<file path="config.mk">
export PLATFORM = sky130hd
export DESIGN_NAME = gpio_bank_ctrl
export DESIGN_NICKNAME = d
export VERILOG_FILES = /design/src/rtl/gpio_bank_ctrl.sv
export SDC_FILE = /design/constraint.sdc
export NUM_CORES = 1
export LEC_CHECK = 0
export BUFFER_PORTS_ARGS = -buffer_cell sky130_fd_sc_hd__buf_2
export CAP_MARGIN = 20
export CORE_UTILIZATION = 49
export CTS_BUF_LIST = sky130_fd_sc_hd__clkbuf_8
export DETAILED_ROUTE_END_ITERATION = 16
export PLACE_DENSITY = 0.85
export SKIP_LAST_GASP = 1
export SLEW_MARGIN = 20
export SYNTH_ARGS = -nofsm -noshare
export SYNTH_HDL_FRONTEND = slang
export SYNTH_SLANG_ARGS = --single-unit
</file>
<file path="constraint.sdc">
create_clock -name clk -period 1.4 [get_ports clk]
set_clock_uncertainty 0.05 [all_clocks]
set_input_delay 0.07 -clock clk [delete_from_list [all_inputs] [get_ports clk]]
set_output_delay 0.07 -clock clk [all_outputs]
set_load 0.005 [all_outputs]
</file>
<file path="src/rtl/gpio_bank_ctrl.sv">
module gpio_bank_ctrl #(
  parameter int P0_W = 8,
  parameter int P1_W = 24,
  parameter int P2_W = 13
) (
  input  logic             clk,
  input  logic             rst_n,
  input  logic             bus_we,
  input  logic [7:0]       bus_addr,
  input  logic [31:0]      bus_wdata,
  output logic [31:0]      bus_rdata,
  input  logic [P0_W-1:0]  pa_in,
  output logic [P0_W-1:0]  pa_oe,
  output logic [P0_W-1:0]  pa_out,
  input  logic [P1_W-1:0]  pb_in,
  output logic [P1_W-1:0]  pb_oe,
  output logic [P1_W-1:0]  pb_out,
  input  logic [P2_W-1:0]  pc_in,
  output logic [P2_W-1:0]  pc_oe,
  output logic [P2_W-1:0]  pc_out,
  input  logic [5:0]       pd_io_in,
  output logic [5:0]       pd_io_oe,
  output logic [5:0]       pd_io_out,
  input  logic [27:0]      pd_gi_in,
  output logic [23:0]      pd_go_out
);
  localparam logic [7:0] A_P3_IN  = 8'h00, A_P3_OS  = 8'h04, A_P3_OC  = 8'h08, A_P3_OST = 8'h0C;
  localparam logic [7:0] A_P2_DS  = 8'h10, A_P2_DC  = 8'h14, A_P2_DST = 8'h18, A_P2_IN  = 8'h1C;
  localparam logic [7:0] A_P2_OS  = 8'h20, A_P2_OC  = 8'h24;
  localparam logic [7:0] A_P0_IN  = 8'h40, A_P0_OS  = 8'h44, A_P0_OC  = 8'h48, A_P0_OST = 8'h4C;
  localparam logic [7:0] A_P0_DS  = 8'h50, A_P0_DC  = 8'h54, A_P0_DST = 8'h58;
  localparam logic [7:0] A_P1_IN  = 8'h60, A_P1_OS  = 8'h64, A_P1_OC  = 8'h68, A_P1_OST = 8'h6C;
  localparam logic [7:0] A_P1_DS  = 8'h70, A_P1_DC  = 8'h74, A_P1_DST = 8'h78;

  localparam int IO_N = 6;
  localparam int GI_N = 28;
  localparam int GO_N = 24;
  localparam int BIO_LSB = 25;
  localparam int O1 = P0_W;
  localparam int O2 = O1 + P1_W;
  localparam int O3 = O2 + P2_W;
  localparam int O4 = O3 + IO_N;
  localparam int IN_W = O4 + GI_N;

  logic [P0_W-1:0] p0_out, p0_dir;
  logic [P1_W-1:0] p1_out, p1_dir;
  logic [P2_W-1:0] p2_out, p2_dir;
  logic [IO_N-1:0] p3b_out, p3b_dir;
  logic [GO_N-1:0] p3o_out;
  logic [IN_W-1:0] sy1, sy2;
  logic [31:0]     p3_in;

  wire [IO_N-1:0] wd_bio = bus_wdata[BIO_LSB +: IO_N];

  always_ff @(posedge clk or negedge rst_n) begin
    if (!rst_n) begin
      p0_out <= '0; p0_dir <= '0;
      p1_out <= '0; p1_dir <= '0;
      p2_out <= '0; p2_dir <= '0;
      p3b_out <= '0; p3b_dir <= '0;
      p3o_out <= '0;
    end else if (bus_we) begin
      case (bus_addr)
        A_P0_OS: p0_out <= p0_out | bus_wdata[P0_W-1:0];
        A_P0_OC: p0_out <= p0_out & ~bus_wdata[P0_W-1:0];
        A_P0_DS: p0_dir <= p0_dir | bus_wdata[P0_W-1:0];
        A_P0_DC: p0_dir <= p0_dir & ~bus_wdata[P0_W-1:0];
        A_P1_OS: p1_out <= p1_out | bus_wdata[P1_W-1:0];
        A_P1_OC: p1_out <= p1_out & ~bus_wdata[P1_W-1:0];
        A_P1_DS: p1_dir <= p1_dir | bus_wdata[P1_W-1:0];
        A_P1_DC: p1_dir <= p1_dir & ~bus_wdata[P1_W-1:0];
        A_P2_OS: p2_out <= p2_out | bus_wdata[P2_W-1:0];
        A_P2_OC: p2_out <= p2_out & ~bus_wdata[P2_W-1:0];
        A_P2_DS: begin
          p2_dir  <= p2_dir | bus_wdata[P2_W-1:0];
          p3b_dir <= p3b_dir | wd_bio;
        end
        A_P2_DC: begin
          p2_dir  <= p2_dir & ~bus_wdata[P2_W-1:0];
          p3b_dir <= p3b_dir & ~wd_bio;
        end
        A_P3_OS: begin
          p3o_out <= p3o_out | bus_wdata[GO_N-1:0];
          p3b_out <= p3b_out | wd_bio;
        end
        A_P3_OC: begin
          p3o_out <= p3o_out & ~bus_wdata[GO_N-1:0];
          p3b_out <= p3b_out & ~wd_bio;
        end
        default: ;
      endcase
    end
  end

  always_ff @(posedge clk or negedge rst_n) begin
    if (!rst_n) begin
      sy1 <= '0;
      sy2 <= '0;
    end else begin
      sy1 <= {pd_gi_in, pd_io_in, pc_in, pb_in, pa_in};
      sy2 <= sy1;
    end
  end

  always_comb begin
    p3_in = {4'b0, sy2[O4 +: GI_N]};
    p3_in[14:10] = sy2[O3 +: 5];
    p3_in[24] = sy2[O3 + 5];
  end

  always_comb begin
    bus_rdata = '0;
    case (bus_addr)
      A_P3_IN:  bus_rdata = p3_in;
      A_P3_OST: bus_rdata = {1'b0, p3b_out, 1'b0, p3o_out};
      A_P2_DST: bus_rdata = 32'(p2_dir) | {1'b0, p3b_dir, 25'b0};
      A_P2_IN:  bus_rdata = 32'(sy2[O2 +: P2_W]);
      A_P0_IN:  bus_rdata = 32'(sy2[0 +: P0_W]);
      A_P0_OST: bus_rdata = 32'(p0_out);
      A_P0_DST: bus_rdata = 32'(p0_dir);
      A_P1_IN:  bus_rdata = 32'(sy2[O1 +: P1_W]);
      A_P1_OST: bus_rdata = 32'(p1_out);
      A_P1_DST: bus_rdata = 32'(p1_dir);
      default:  bus_rdata = '0;
    endcase
  end

  assign pa_oe = p0_dir;   assign pa_out = p0_out;
  assign pb_oe = p1_dir;   assign pb_out = p1_out;
  assign pc_oe = p2_dir;   assign pc_out = p2_out;
  assign pd_io_oe = p3b_dir;
  assign pd_io_out = p3b_out;
  assign pd_go_out = p3o_out;

  logic unused_bits;
  assign unused_bits = ^{bus_wdata[31], bus_wdata[24], sy2[O4 + 10 +: 5], sy2[O4 + 24]};
endmodule

</file>
Yosys cells after proc, flatten, opt, wreduce, memory -nomap -nowiden

Index checks and enable logic that the tools add are counted.

Bits in registers: 284
Output and inout bits: 158
Logic and storage cells: 82

Multiplexer cells: 10
Reductions and logical operators: 15
Equality and inequality tests: 23
Bitwise logic cells: 23

Operators with widths:

| operator                                                        | number |
|---|---|
| 31-bit one-hot mux with 10 select lines                         | 1 |
| 24-bit one-hot mux with 2 select lines                          | 3 |
| 8-bit by 7-bit == test with 1-bit output, second input constant | 14 |
| 24-bit bitwise AND                                              | 3 |
| 24-bit bitwise OR                                               | 3 |
| 13-bit one-hot mux with 2 select lines                          | 2 |
| 8-bit by 5-bit == test with 1-bit output, second input constant | 4 |
| 8-bit one-hot mux with 2 select lines                           | 2 |
| 13-bit by 31-bit bitwise OR with 31-bit output                  | 1 |
| 13-bit bitwise AND                                              | 2 |
| 13-bit bitwise OR                                               | 2 |
| 24-bit inverter                                                 | 1 |
| 6-bit one-hot mux with 2 select lines                           | 2 |
| 8-bit bitwise AND                                               | 2 |
| 8-bit by 4-bit == test with 1-bit output, second input constant | 2 |
| 8-bit by 6-bit == test with 1-bit output, second input constant | 2 |
| 8-bit bitwise OR                                                | 2 |
| 2-bit AND reduction                                             | 7 |
| 2-bit nonzero test                                              | 7 |
| 13-bit inverter                                                 | 1 |
| 6-bit bitwise AND                                               | 2 |
| 6-bit bitwise OR                                                | 2 |
| 8-bit by 3-bit == test with 1-bit output, second input constant | 1 |
| 8-bit zero test                                                 | 1 |
| 2 further kinds                                                 | 2 |

Depth between registers and ports, before layout

Depth in word-level cells: 3
Gate-level depth with buffers: 7
Depth with buffers taken out: 4

Least setup slack after synthesis

No wires, ideal clock.

Path type: input to register
Start point: in bus_addr[1]
End point: reg (tool-made name)
Library setup time: 0.141 ns
Arrival time: 1.345 ns
Cell stages on the path: 5
Setup slack: -0.136 ns
Required time: 1.209 ns
Cells stage by stage: buf_2 -> nor4b_2 -> clkbuf_1 -> clkbuf_1 -> a31oi_1

RTL lines:

| item               | line | RTL |
|---|---|---|
| start: declaration | 9    | `input logic [7:0] bus_addr,` |

==> out/qor.csv <==
metric,value,unit
outcome,finished with violations,
failing checks,setup timing,
DRT Pass-1 Iters,6,
"flops & latches, synth",272,
startpoint types,flop,
sequential fraction of design power,48.9,%
pin count of the biggest net entering global routing,47,
initial antenna violation count,1,
Clk pwr share,39.0,%
Initial Utilization,50.3,%
switching share of power,25.5,%
Post-synth EDFFs,0,
RD Place Congestion,0.889,
die width,147,um
combinational share of power,12.1,%
Design Power,17.9,mW
Port-buffer cells,270,
ys flop type,dfrtp_1,
CP arrival,1.95,ns
worst vdd ir,931,uV
clock slew at reported path FFs,0.06,ns
worst hold path type,input pin to flop,
CTS sink cnt,272,
fmax,483,MHz
row cnt,52,
# IOs,280,
Syn Area/Cell,12.5,sq um
Core Region,20400,sq um
syn nets,939,
Nets,1404,
Place WS,-0.300,ns
Max Slew Vio Count,0,
FILL cells,1257,
internal power,13.3,mW
CTS buffer count,44,
Net Sw Power,4.56,mW
layout cell share with drive strength beyond 1,39.1,%
required time worst endpoint,1.28,ns
YS warnings,0,
Yosys cell types,52,
maxcap violations,0,
detailed placement HPWL,22000,um
first-pass GRT wire length,54400,um
post-DR vias/cell,6.05,
most frequent cells in the layout,"dfrtp_1 (272), buf_2 (261), a21oi_1 (126), a31oi_1 (126), dlygate4sd3_1 (105)",
fraction of registers with async set/reset,100,%
sequential fraction of the synthesis area,66.4,%
vias in the first global route,9817,
via count,9547,
crit share post-route,148,%
final antenna-violating net count,0,
"most common cell after layout, fill and taps aside",dfrtp_1,
DR DRC count,0,
die height,147,um
GRT overflow,0,
Worst-Skew Late Latency,0.53,ns
GRT Util Overall,33.2,%
Wirelength per Cell,22.5,um
endpoints failing hold,0,
die footprint,21500,sq um
Period minus WS final,2.07,ns
Register Area,6810,sq um
LEAKAGE,7.29,nW
maximum net fanout on the critical path,2,
Iter 0 DRT Violations,804,
CTS max path bufs,3,
CP Class,flop to primary output,
multi-input logic area,3190,sq um
CTS root buf,clkbuf_8,
final setup fails,32,
htree depth,2,
unrepaired setup endpoints after global routing,yes,
CTS tree,built,
post-route setup slack,-0.672,ns
Setup crit end kind,primary output,
Syn Inst Count,817,
Syn-to-layout area delta,45.7,%
synthesized area,10200,sq um
Pwr Density,1200,nW/um^2
DRT Wirelength,35500,um
-- final timing paths --
kind                       slack [ns]  cells past startpoint              start                    endpoint
setup / recovery                -0.67                      4               flop                bus_rdata[5]
hold / removal                   0.11                      2           pb_in[1]            sy1[9]$_DFF_PN0_
setup reg to reg                 0.30                      4               flop                        flop
hold reg to reg                  0.28                      0  sy1[14]$_DFF_PN0_           sy2[14]$_DFF_PN0_
max in group asynchronous        0.19                      4              rst_n  asynchronous set/reset pin
min in group asynchronous        0.50                      3              rst_n  asynchronous set/reset pin
-- critical path: stages (launching register included) --
cell and delay (ns):
dfrtp_1 0.39, mux2_2 0.26, a32o_1 0.22, or3_4 0.39, buf_6 0.13
-- area by class of cell --
cell class,count,area share [%]
clock inverters,21,1.16
clock buffers,51,4.70
flip-flops and latches,272,45.6
repair buffers,501,24.9
multi-input cells,463,21.4
diodes,1,0.0168
well taps,270,2.26
-- power by group through the flow --
stage | Sequential (mW) | Combinational [mW] | Clock [mW]
6_report | 8.76 | 2.16 | 6.98
5_1_grt | 8.79 | 2.33 | 7.41
4_1_cts | 8.73 | 2.07 | 6.99
3_3_place_gp | 8.86 | 1.60 | 0
2_1_floorplan | 8.81 | 0.604 | 0
3_5_place_dp | 8.88 | 1.66 | 0
-- per-stage QoR --
| stage | area, sq um | std cells | TNS [ns] | hold WS (ns) | utilization, % |
|---|---|---|---|---|---|
| 3_3_place_gp | 12500 | 1365 | -23.99 | -0.0640 | 61.4 |
| 4_1_cts | 14800 | 1573 | -8.81 | 0.0737 | 72.8 |
| 5_1_grt | 14900 | 1578 | -10.90 | 0.0984 | 73.3 |
| 2_1_floorplan | 10300 | 817 | -0.0502 | -0.276 | - |
| 6_report | 14900 | 1579 | -9.01 | 0.109 | 73.3 |
| 3_5_place_dp | 12500 | 1365 | -30.94 | -0.0632 | 61.4 |
-- routing by layer --
layer	wire length (um)	GRT usage (%)	vias up
met5	15	0	-
met4	1760	18.1	2
met3	3470	8.41	157
met2	17200	54.1	700
met1	13100	40.6	4644
li1	-	-	4044
-- synth_stat cells (2+ instances only) --
| library cell | n | area [sq um] |
|---|---|---|
| and3_1 | 5 | 31.3 |
| o21ai_0 | 11 | 55.1 |
| a2bb2oi_1 | 2 | 17.5 |
| buf_4 | 11 | 82.6 |
| and2_1 | 4 | 25.0 |
| a32oi_1 | 3 | 26.3 |
| clkbuf_1 | 25 | 93.8 |
| a22o_1 | 9 | 78.8 |
| or3_1 | 3 | 18.8 |
| o2bb2ai_1 | 7 | 61.3 |
| nor3_1 | 3 | 15.0 |
| nor2_1 | 10 | 37.5 |
| a21o_1 | 5 | 37.5 |
| nand3_1 | 6 | 30.0 |
| nor4_4 | 2 | 42.5 |
| mux2_2 | 5 | 56.3 |
| o22a_1 | 3 | 26.3 |
| o22ai_1 | 12 | 75.1 |
| buf_2 | 39 | 195 |
| or4_1 | 2 | 15.0 |
| dfrtp_1 | 272 | 6810 |
| nand4_1 | 2 | 12.5 |
| and3b_1 | 2 | 17.5 |
| and4b_1 | 2 | 20.0 |
| nor4bb_1 | 2 | 20.0 |
| o21a_1 | 2 | 15.0 |
| mux2i_1 | 14 | 140 |
| nor4b_1 | 2 | 17.5 |
| nand2_1 | 16 | 60.1 |
| a211o_1 | 4 | 35.0 |
| a21oi_1 | 126 | 631 |
| nand3b_1 | 4 | 30.0 |
| o211ai_1 | 3 | 22.5 |
| buf_6 | 6 | 67.6 |
| a31oi_1 | 126 | 788 |
| a22oi_1 | 51 | 383 |
-- timing repair --
| action | in CTS | in global routing |
|---|---|---|
| gates resized for setup | 47 | 18 |
| cloned | 0 | 1 |
| endpoints found under the hold margin | 471 | 0 |
| pin swaps | 28 | 16 |
| hold buffers | 105 | 0 |
| endpoints found under the setup margin | 30 | 31 |
| buffers inserted | 31 | 4 |
-- cells by family (layout without fill, tap and decap cells) --
logic type             count (synthesis)  count (layout)  share of synthesized area (%)
AO/OA/AOI/OAI                        367             367                           22.3
other                                  1               2                         0.0366
flip-flops                           272             272                           66.4
multiplexers                          19              19                           1.92
buffers and inverters                 82             573                           4.32
XOR/XNOR                               1               1                         0.0855
AND/OR/NAND/NOR                       75              75                           4.97
Power figures use the tool's default switching activity.
